**src/rtl/dm_pkg.sv**
```systemverilog
package dm_pkg;
    localparam int REG_W    = 16;
    localparam int STRIDE_W = REG_W + 2;
    localparam int NUM_REGS = 11;

    localparam logic [REG_W-1:0] IX_ID   = 16'd0;
    localparam logic [REG_W-1:0] IX_XRES = 16'd1;
    localparam logic [REG_W-1:0] IX_YRES = 16'd2;
    localparam logic [REG_W-1:0] IX_BPP  = 16'd3;
    localparam logic [REG_W-1:0] IX_CTRL = 16'd4;
    localparam logic [REG_W-1:0] IX_BANK = 16'd5;
    localparam logic [REG_W-1:0] IX_VW   = 16'd6;
    localparam logic [REG_W-1:0] IX_VH   = 16'd7;
    localparam logic [REG_W-1:0] IX_XOFF = 16'd8;
    localparam logic [REG_W-1:0] IX_YOFF = 16'd9;
    localparam logic [REG_W-1:0] IX_MEM  = 16'd10;

    localparam logic [REG_W-1:0] ID_LO    = 16'hB0C0;
    localparam logic [REG_W-1:0] ID_HI    = 16'hB0C5;
    localparam logic [REG_W-1:0] CAPS_BPP = 16'd32;

    localparam int CTRL_ON   = 0;
    localparam int CTRL_CAPS = 1;

    typedef struct packed {
        logic [REG_W-1:0]    sel;
        logic [REG_W-1:0]    id;
        logic [REG_W-1:0]    xres;
        logic [REG_W-1:0]    yres;
        logic [REG_W-1:0]    bpp;
        logic [REG_W-1:0]    ctrl;
        logic [REG_W-1:0]    bank;
        logic [REG_W-1:0]    vw;
        logic [REG_W-1:0]    vh;
        logic [REG_W-1:0]    xoff;
        logic [REG_W-1:0]    yoff;
        logic [REG_W-1:0]    act_w;
        logic [REG_W-1:0]    act_h;
        logic [STRIDE_W-1:0] stride;
        logic [REG_W-1:0]    rdata;
        logic                rvalid;
    } dm_state_t;
endpackage

```
**src/rtl/dm_fit_check.sv**
```systemverilog
module dm_fit_check
    import dm_pkg::*;
#(
    parameter int unsigned FB_BYTES = 2097152,
    parameter int unsigned MAX_DIM  = 4096
) (
    input  logic [REG_W-1:0] xres,
    input  logic [REG_W-1:0] yres,
    output logic             fits
);
    localparam int AREA_W  = 2 * REG_W;
    localparam int BYTES_W = AREA_W + 2;

    logic [AREA_W-1:0]  area;
    logic [BYTES_W-1:0] bytes_needed;
    logic               x_ok, y_ok, mem_ok;

    always_comb begin
        area         = AREA_W'(xres) * AREA_W'(yres);
        bytes_needed = {area, 2'b00};
        x_ok         = 32'(xres) <= MAX_DIM;
        y_ok         = 32'(yres) <= MAX_DIM;
        mem_ok       = bytes_needed <= BYTES_W'(FB_BYTES);
        fits         = x_ok && y_ok && mem_ok;
    end
endmodule

```
**src/rtl/dm_rd_mux.sv**
```systemverilog
module dm_rd_mux
    import dm_pkg::*;
#(
    parameter logic [REG_W-1:0] MEM_UNITS = 16'd32
) (
    input  dm_state_t        st,
    input  logic             addr_sel,
    output logic [REG_W-1:0] value
);
    logic [REG_W-1:0] file_arr [NUM_REGS];
    logic             caps;

    always_comb begin
        file_arr[0]  = st.id;
        file_arr[1]  = st.xres;
        file_arr[2]  = st.yres;
        file_arr[3]  = st.bpp;
        file_arr[4]  = st.ctrl;
        file_arr[5]  = st.bank;
        file_arr[6]  = st.vw;
        file_arr[7]  = st.vh;
        file_arr[8]  = st.xoff;
        file_arr[9]  = st.yoff;
        file_arr[10] = MEM_UNITS;
    end

    always_comb begin
        caps = st.ctrl[CTRL_CAPS];
        if (!addr_sel) begin
            value = st.sel;
        end else if (caps && st.sel == IX_XRES) begin
            value = st.act_w;
        end else if (caps && st.sel == IX_YRES) begin
            value = st.act_h;
        end else if (caps && st.sel == IX_BPP) begin
            value = CAPS_BPP;
        end else if (st.sel < REG_W'(NUM_REGS)) begin
            value = file_arr[st.sel[3:0]];
        end else begin
            value = '0;
        end
    end
endmodule

```
**src/rtl/dispmode_regs.sv**
```systemverilog
module dispmode_regs
    import dm_pkg::*;
#(
    parameter int unsigned FB_BYTES = 2097152,
    parameter int unsigned MAX_DIM  = 4096,
    parameter int unsigned INIT_W   = 640,
    parameter int unsigned INIT_H   = 480
) (
    input  logic                clk,
    input  logic                rst_n,
    input  logic                addr_sel,
    input  logic                wr_en,
    input  logic                rd_en,
    input  logic [REG_W-1:0]    wdata,
    output logic [REG_W-1:0]    rdata,
    output logic                rvalid,
    output logic [REG_W-1:0]    act_width,
    output logic [REG_W-1:0]    act_height,
    output logic [STRIDE_W-1:0] act_stride
);
    localparam logic [REG_W-1:0] MEM_UNITS = REG_W'(FB_BYTES >> 16);

    dm_state_t        st_d, st_q;
    logic             fits;
    logic [REG_W-1:0] rd_val;
    logic             turn_on;

    dm_fit_check #(.FB_BYTES(FB_BYTES), .MAX_DIM(MAX_DIM)) u_fit (
        .xres (st_q.xres),
        .yres (st_q.yres),
        .fits (fits)
    );

    dm_rd_mux #(.MEM_UNITS(MEM_UNITS)) u_rmux (
        .st       (st_q),
        .addr_sel (addr_sel),
        .value    (rd_val)
    );

    always_comb begin
        st_d        = st_q;
        st_d.rvalid = rd_en;
        turn_on     = wdata[CTRL_ON] && !st_q.ctrl[CTRL_ON];
        if (rd_en) st_d.rdata = rd_val;
        if (wr_en && !addr_sel) begin
            st_d.sel = wdata;
        end else if (wr_en && addr_sel) begin
            case (st_q.sel)
                IX_ID:   if (wdata >= ID_LO && wdata <= ID_HI) st_d.id = wdata;
                IX_XRES: st_d.xres = wdata;
                IX_YRES: st_d.yres = wdata;
                IX_BPP:  st_d.bpp  = wdata;
                IX_BANK: st_d.bank = wdata;
                IX_VW:   st_d.vw   = wdata;
                IX_VH:   st_d.vh   = wdata;
                IX_XOFF: st_d.xoff = wdata;
                IX_YOFF: st_d.yoff = wdata;
                IX_CTRL: begin
                    if (turn_on) begin
                        if (fits) begin
                            st_d.act_w  = st_q.xres;
                            st_d.act_h  = st_q.yres;
                            st_d.stride = {st_q.xres, 2'b00};
                        end
                        st_d.vw   = st_q.xres;
                        st_d.vh   = st_q.yres;
                        st_d.xoff = '0;
                        st_d.yoff = '0;
                    end
                    st_d.ctrl = wdata;
                end
                default: ;
            endcase
        end
    end

    always_ff @(posedge clk) begin
        if (!rst_n) begin
            st_q        <= '0;
            st_q.id     <= ID_HI;
            st_q.act_w  <= REG_W'(INIT_W);
            st_q.act_h  <= REG_W'(INIT_H);
            st_q.stride <= STRIDE_W'(INIT_W * 4);
        end else begin
            st_q <= st_d;
        end
    end

    assign rdata      = st_q.rdata;
    assign rvalid     = st_q.rvalid;
    assign act_width  = st_q.act_w;
    assign act_height = st_q.act_h;
    assign act_stride = st_q.stride;
endmodule

```
**config.mk**
```make
export PLATFORM = sky130hd
export DESIGN_NAME = dispmode_regs
export DESIGN_NICKNAME = d
export VERILOG_FILES = /design/src/rtl/dm_pkg.sv /design/src/rtl/dm_fit_check.sv /design/src/rtl/dm_rd_mux.sv /design/src/rtl/dispmode_regs.sv
export SDC_FILE = /design/constraint.sdc
export NUM_CORES = 1
export LEC_CHECK = 0
export ABC_CLOCK_PERIOD_IN_PS = 16280
export CORE_ASPECT_RATIO = 1.4
export CORE_MARGIN = 2
export CORE_UTILIZATION = 43
export CTS_BUF_LIST = sky130_fd_sc_hd__clkbuf_4
export CTS_CLUSTER_DIAMETER = 120
export DETAILED_ROUTE_END_ITERATION = 16
export SLEW_MARGIN = 20
export SYNTH_ARGS = -nofsm -noshare
export SYNTH_HDL_FRONTEND = slang
export SYNTH_SLANG_ARGS = --single-unit
```
**constraint.sdc**
```tcl
create_clock -name clk -period 16.28 [get_ports clk]
set_input_delay 2.442 -clock clk [delete_from_list [all_inputs] [get_ports clk]]
set_output_delay 2.442 -clock clk [all_outputs]
set_load 0.05 [all_outputs]
```
==> out/results.txt <==
Comb power frac: 0.100
DRT iter0 DRCs: 1214
gr ovfl total: 0
most frequent cell after synthesis: nand2_1
dpl cells: 2742
DRC: 0
crit path DAT: 8400 ps
status: finished clean
RSZ-0062 raised after global routing: no
Finished Layout Cells: 2829
Vias: 15900
Tcrit/Tclk final: 0.482
R2R setup slack: 8440 ps
Clock Skew: 51.8 ps
layout cells sized above 1: 0.0821
total CTS buffers: 50
drt first pass iters: 5
Final Hold Vio Count: 0
FF-to-FF Start: st_q[187]$_SDFFE_PN0P_
fin. max-slew vios: 0
H-tree depth: 2
Layout area overhead: 6.73%
setup bufs post-CTS: 0
hold_buf cts: 0
initial antenna violation count: 1
largest net degree at the start of global routing: 87
Sequential Power Share: 0.505
Clock Tree Buf Depth: 3
met3 Usage GRT: 0.0280
PortBufs: 85
M1 GR Usage: 0.298
Hold Path Class: flop to flop
Mapped Area: 0.0196 mm^2
Crit. Startpoint: st_q[187]$_SDFFE_PN0P_
Peak VDD IR: 0.0538 mV
CP max FO: 20
Yosys top cell by area: dfxtp_1
TNS Setup: 0 ps
internal power: 0.810 mW
critical path class: flop to flop
switch share: 0.275
relative slew slack: 0.221
Reg clk slew, reported paths: 80 ps
I/O pin count: 88
die area: 0.0472 mm^2
R2R Path End: act_width[14]$_SDFFE_PN0P_
CP Data Required Time: 16840 ps
CP Capture Type: flop
NetSw: 0.307 mW
Post-Syn Instances: 2255
Final Critical Period: 7840 ps
top cell type's share of synthesized area: 0.230
Startpoint Class: flop
Post-synth EDFFs: 0
CTS tree: yes
critical path endpoint: act_width[14]$_SDFFE_PN0P_
Async SR Flop Fraction: 0
ys flop type: dfxtp_1
max-cap viol count: 0
clock share of power: 0.395
routed len/inst: 21.5 um
max incr delay on CP: 980 ps
Post-synth top cells: nand2_1 (349), dfxtp_1 (225), fa_1 (194), inv_1 (194), nor2_1 (174)
GR Util met2: 0.470
LEAKAGE: 8.67 nW
Pwr Density: 53.5 mW/mm^2
Core Area: 0.0450 mm^2
crit-path cells: inv_1 -> nor2_1 -> fa_1 -> inv_1 -> fa_1 -> fa_1 -> fa_1 -> fa_1 -> fa_1 -> inv_1 -> ha_1 -> a21oi_1 -> o21ai_0 -> a21oi_1 -> nand3_2 -> nor3_1 -> o22ai_1 -> or4b_1 -> or4_4 -> and3_1
die width: 184 um
vias in the first global route: 16400
Synth area leaders: dfxtp_1 (23%), fa_1 (20%), mux2i_1 (6.7%), nand2_1 (6.7%), ha_1 (6.7%)
Worst path most repeated cell: fa_1
first-pass GRT wire length: 95100 um
Final Setup Violations: 0
library cells used by synthesis: 85
Worst-Margin Slew: 1170 ps
hold slack: 444 ps
# clock sinks: 225
clock root cell: clkbuf_4
Post-CTS Resized: 0
clk_lat worst skew: 680 ps
total global-route track usage: 0.261
Vias/cell: 5.62
Layout Nets: 2502
syn avg cell area: 8.67 um^2
Die Height: 256 um
Detailed Route WL: 60800 um
RePlAce Congestion: 0.932
warnings from Yosys: 0
antenna-violating nets left: 0
standard-cell rows: 92
FF+latch count, synth: 225
FILL cells: 4428
Worst Reg-to-Reg Cells: 20
GR peak layer: met2
CP max-delay cell: dfxtp_1
FMAX: 128 MHz
HPWL Detailed: 45600 um
Initial Util: 0.435
register area share after synthesis: 0.230
-- final cells by class --
cell class,instances,area [um^2],share of cell area
antenna,1,2.50,0.000120
clock buffer,78,586,0.0281
clock inverter,8,35.0,0.00168
inverter,195,734,0.0352
multi-input combinational,1594,13200,0.630
sequential,225,4510,0.216
tap,611,764,0.0366
timing repair buffer,117,1090,0.0520
-- cell families after synthesis --
| group | synth area share |
|---|---|
| xor gates and xnor gates | 0.00672 |
| muxes | 0.104 |
| adders and majority gates | 0.265 |
| DFF | 0.230 |
| buffers and inverters | 0.0986 |
| other | 0.000192 |
| and+or+nand+nor | 0.182 |
| AOI/OAI and AO/OA | 0.113 |
-- critical path: cells and delay by family, from the launching register on --
kind	cells	cell delay, ps
compound gates	4	1010
simple gates	6	2130
buf+inv	3	290
flops	1	980
fa+ha+maj	7	3280
-- metrics by stage --
stage,cell area [um^2],setup slack [ps],util,power (mW)
after global routing,20900,7930,0.464,1.16
after CTS,20900,8410,0.464,1.12
after floorplan,19600,9160,-,0.646
after global placement,20200,8460,0.450,0.686
final,20900,8440,0.464,1.12
after detailed placement,20200,8460,0.450,0.687
-- per-layer routing --
layer  vias up  share of wire
met5         -              0
met4         0          0.058
met3       148          0.050
met2       584           0.52
met1      7877           0.38
li1       7281              -
-- power groups by stage --
stage	combinational (mW)	clock, mW	sequential [mW]
2_1_floorplan	0.0737	0	0.573
3_5_place_dp	0.110	0	0.577
6_report	0.112	0.441	0.564
5_1_grt	0.118	0.474	0.564
4_1_cts	0.110	0.449	0.564
3_3_place_gp	0.110	0	0.576
-- sequential cells by signal (all words and copies together), names as in the netlist --
register and cells:
st_q 176, act_height 16, act_width 16, rdata 16, rvalid 1
-- placed cells by master (no fill, tap or decap), types with 8 or more instances in the layout --
master / netlist / routed
a211oi_1: 18 / 18
a21oi_1: 124 / 124
a221oi_1: 17 / 17
a2bb2oi_1: 14 / 14
a31oi_1: 10 / 10
and2_1: 100 / 100
and3_1: 10 / 10
buf_4: 68 / 32
clkbuf_4: 0 / 78
clkdlybuf4s50_1: 0 / 84
dfxtp_1: 225 / 223
fa_1: 194 / 194
ha_1: 104 / 104
inv_1: 194 / 194
mux2i_1: 131 / 131
mux4_2: 32 / 32
nand2_1: 349 / 349
nand2b_1: 19 / 19
nand3_1: 20 / 20
nand4_1: 11 / 11
nor2_1: 174 / 173
nor2b_1: 9 / 8
nor4_1: 15 / 13
o211ai_1: 16 / 16
o21ai_0: 82 / 82
or3_1: 13 / 12
xnor2_1: 11 / 11
-- worst min-delay path by stage --
stage	from	to	depth (start not counted)
after floorplan	st_q[217]$_SDFFE_PN1P_	st_q[217]$_SDFFE_PN1P_	1
after global placement	st_q[223]$_SDFFE_PN1P_	st_q[223]$_SDFFE_PN1P_	1
after detailed placement	st_q[217]$_SDFFE_PN1P_	st_q[217]$_SDFFE_PN1P_	1
after CTS	st_q[223]$_SDFFE_PN1P_	st_q[223]$_SDFFE_PN1P_	1
after global routing	st_q[223]$_SDFFE_PN1P_	st_q[223]$_SDFFE_PN1P_	1
final	st_q[224]$_SDFFE_PN1P_	st_q[224]$_SDFFE_PN1P_	1
Note: power is estimated with default switching activity, not from simulation.
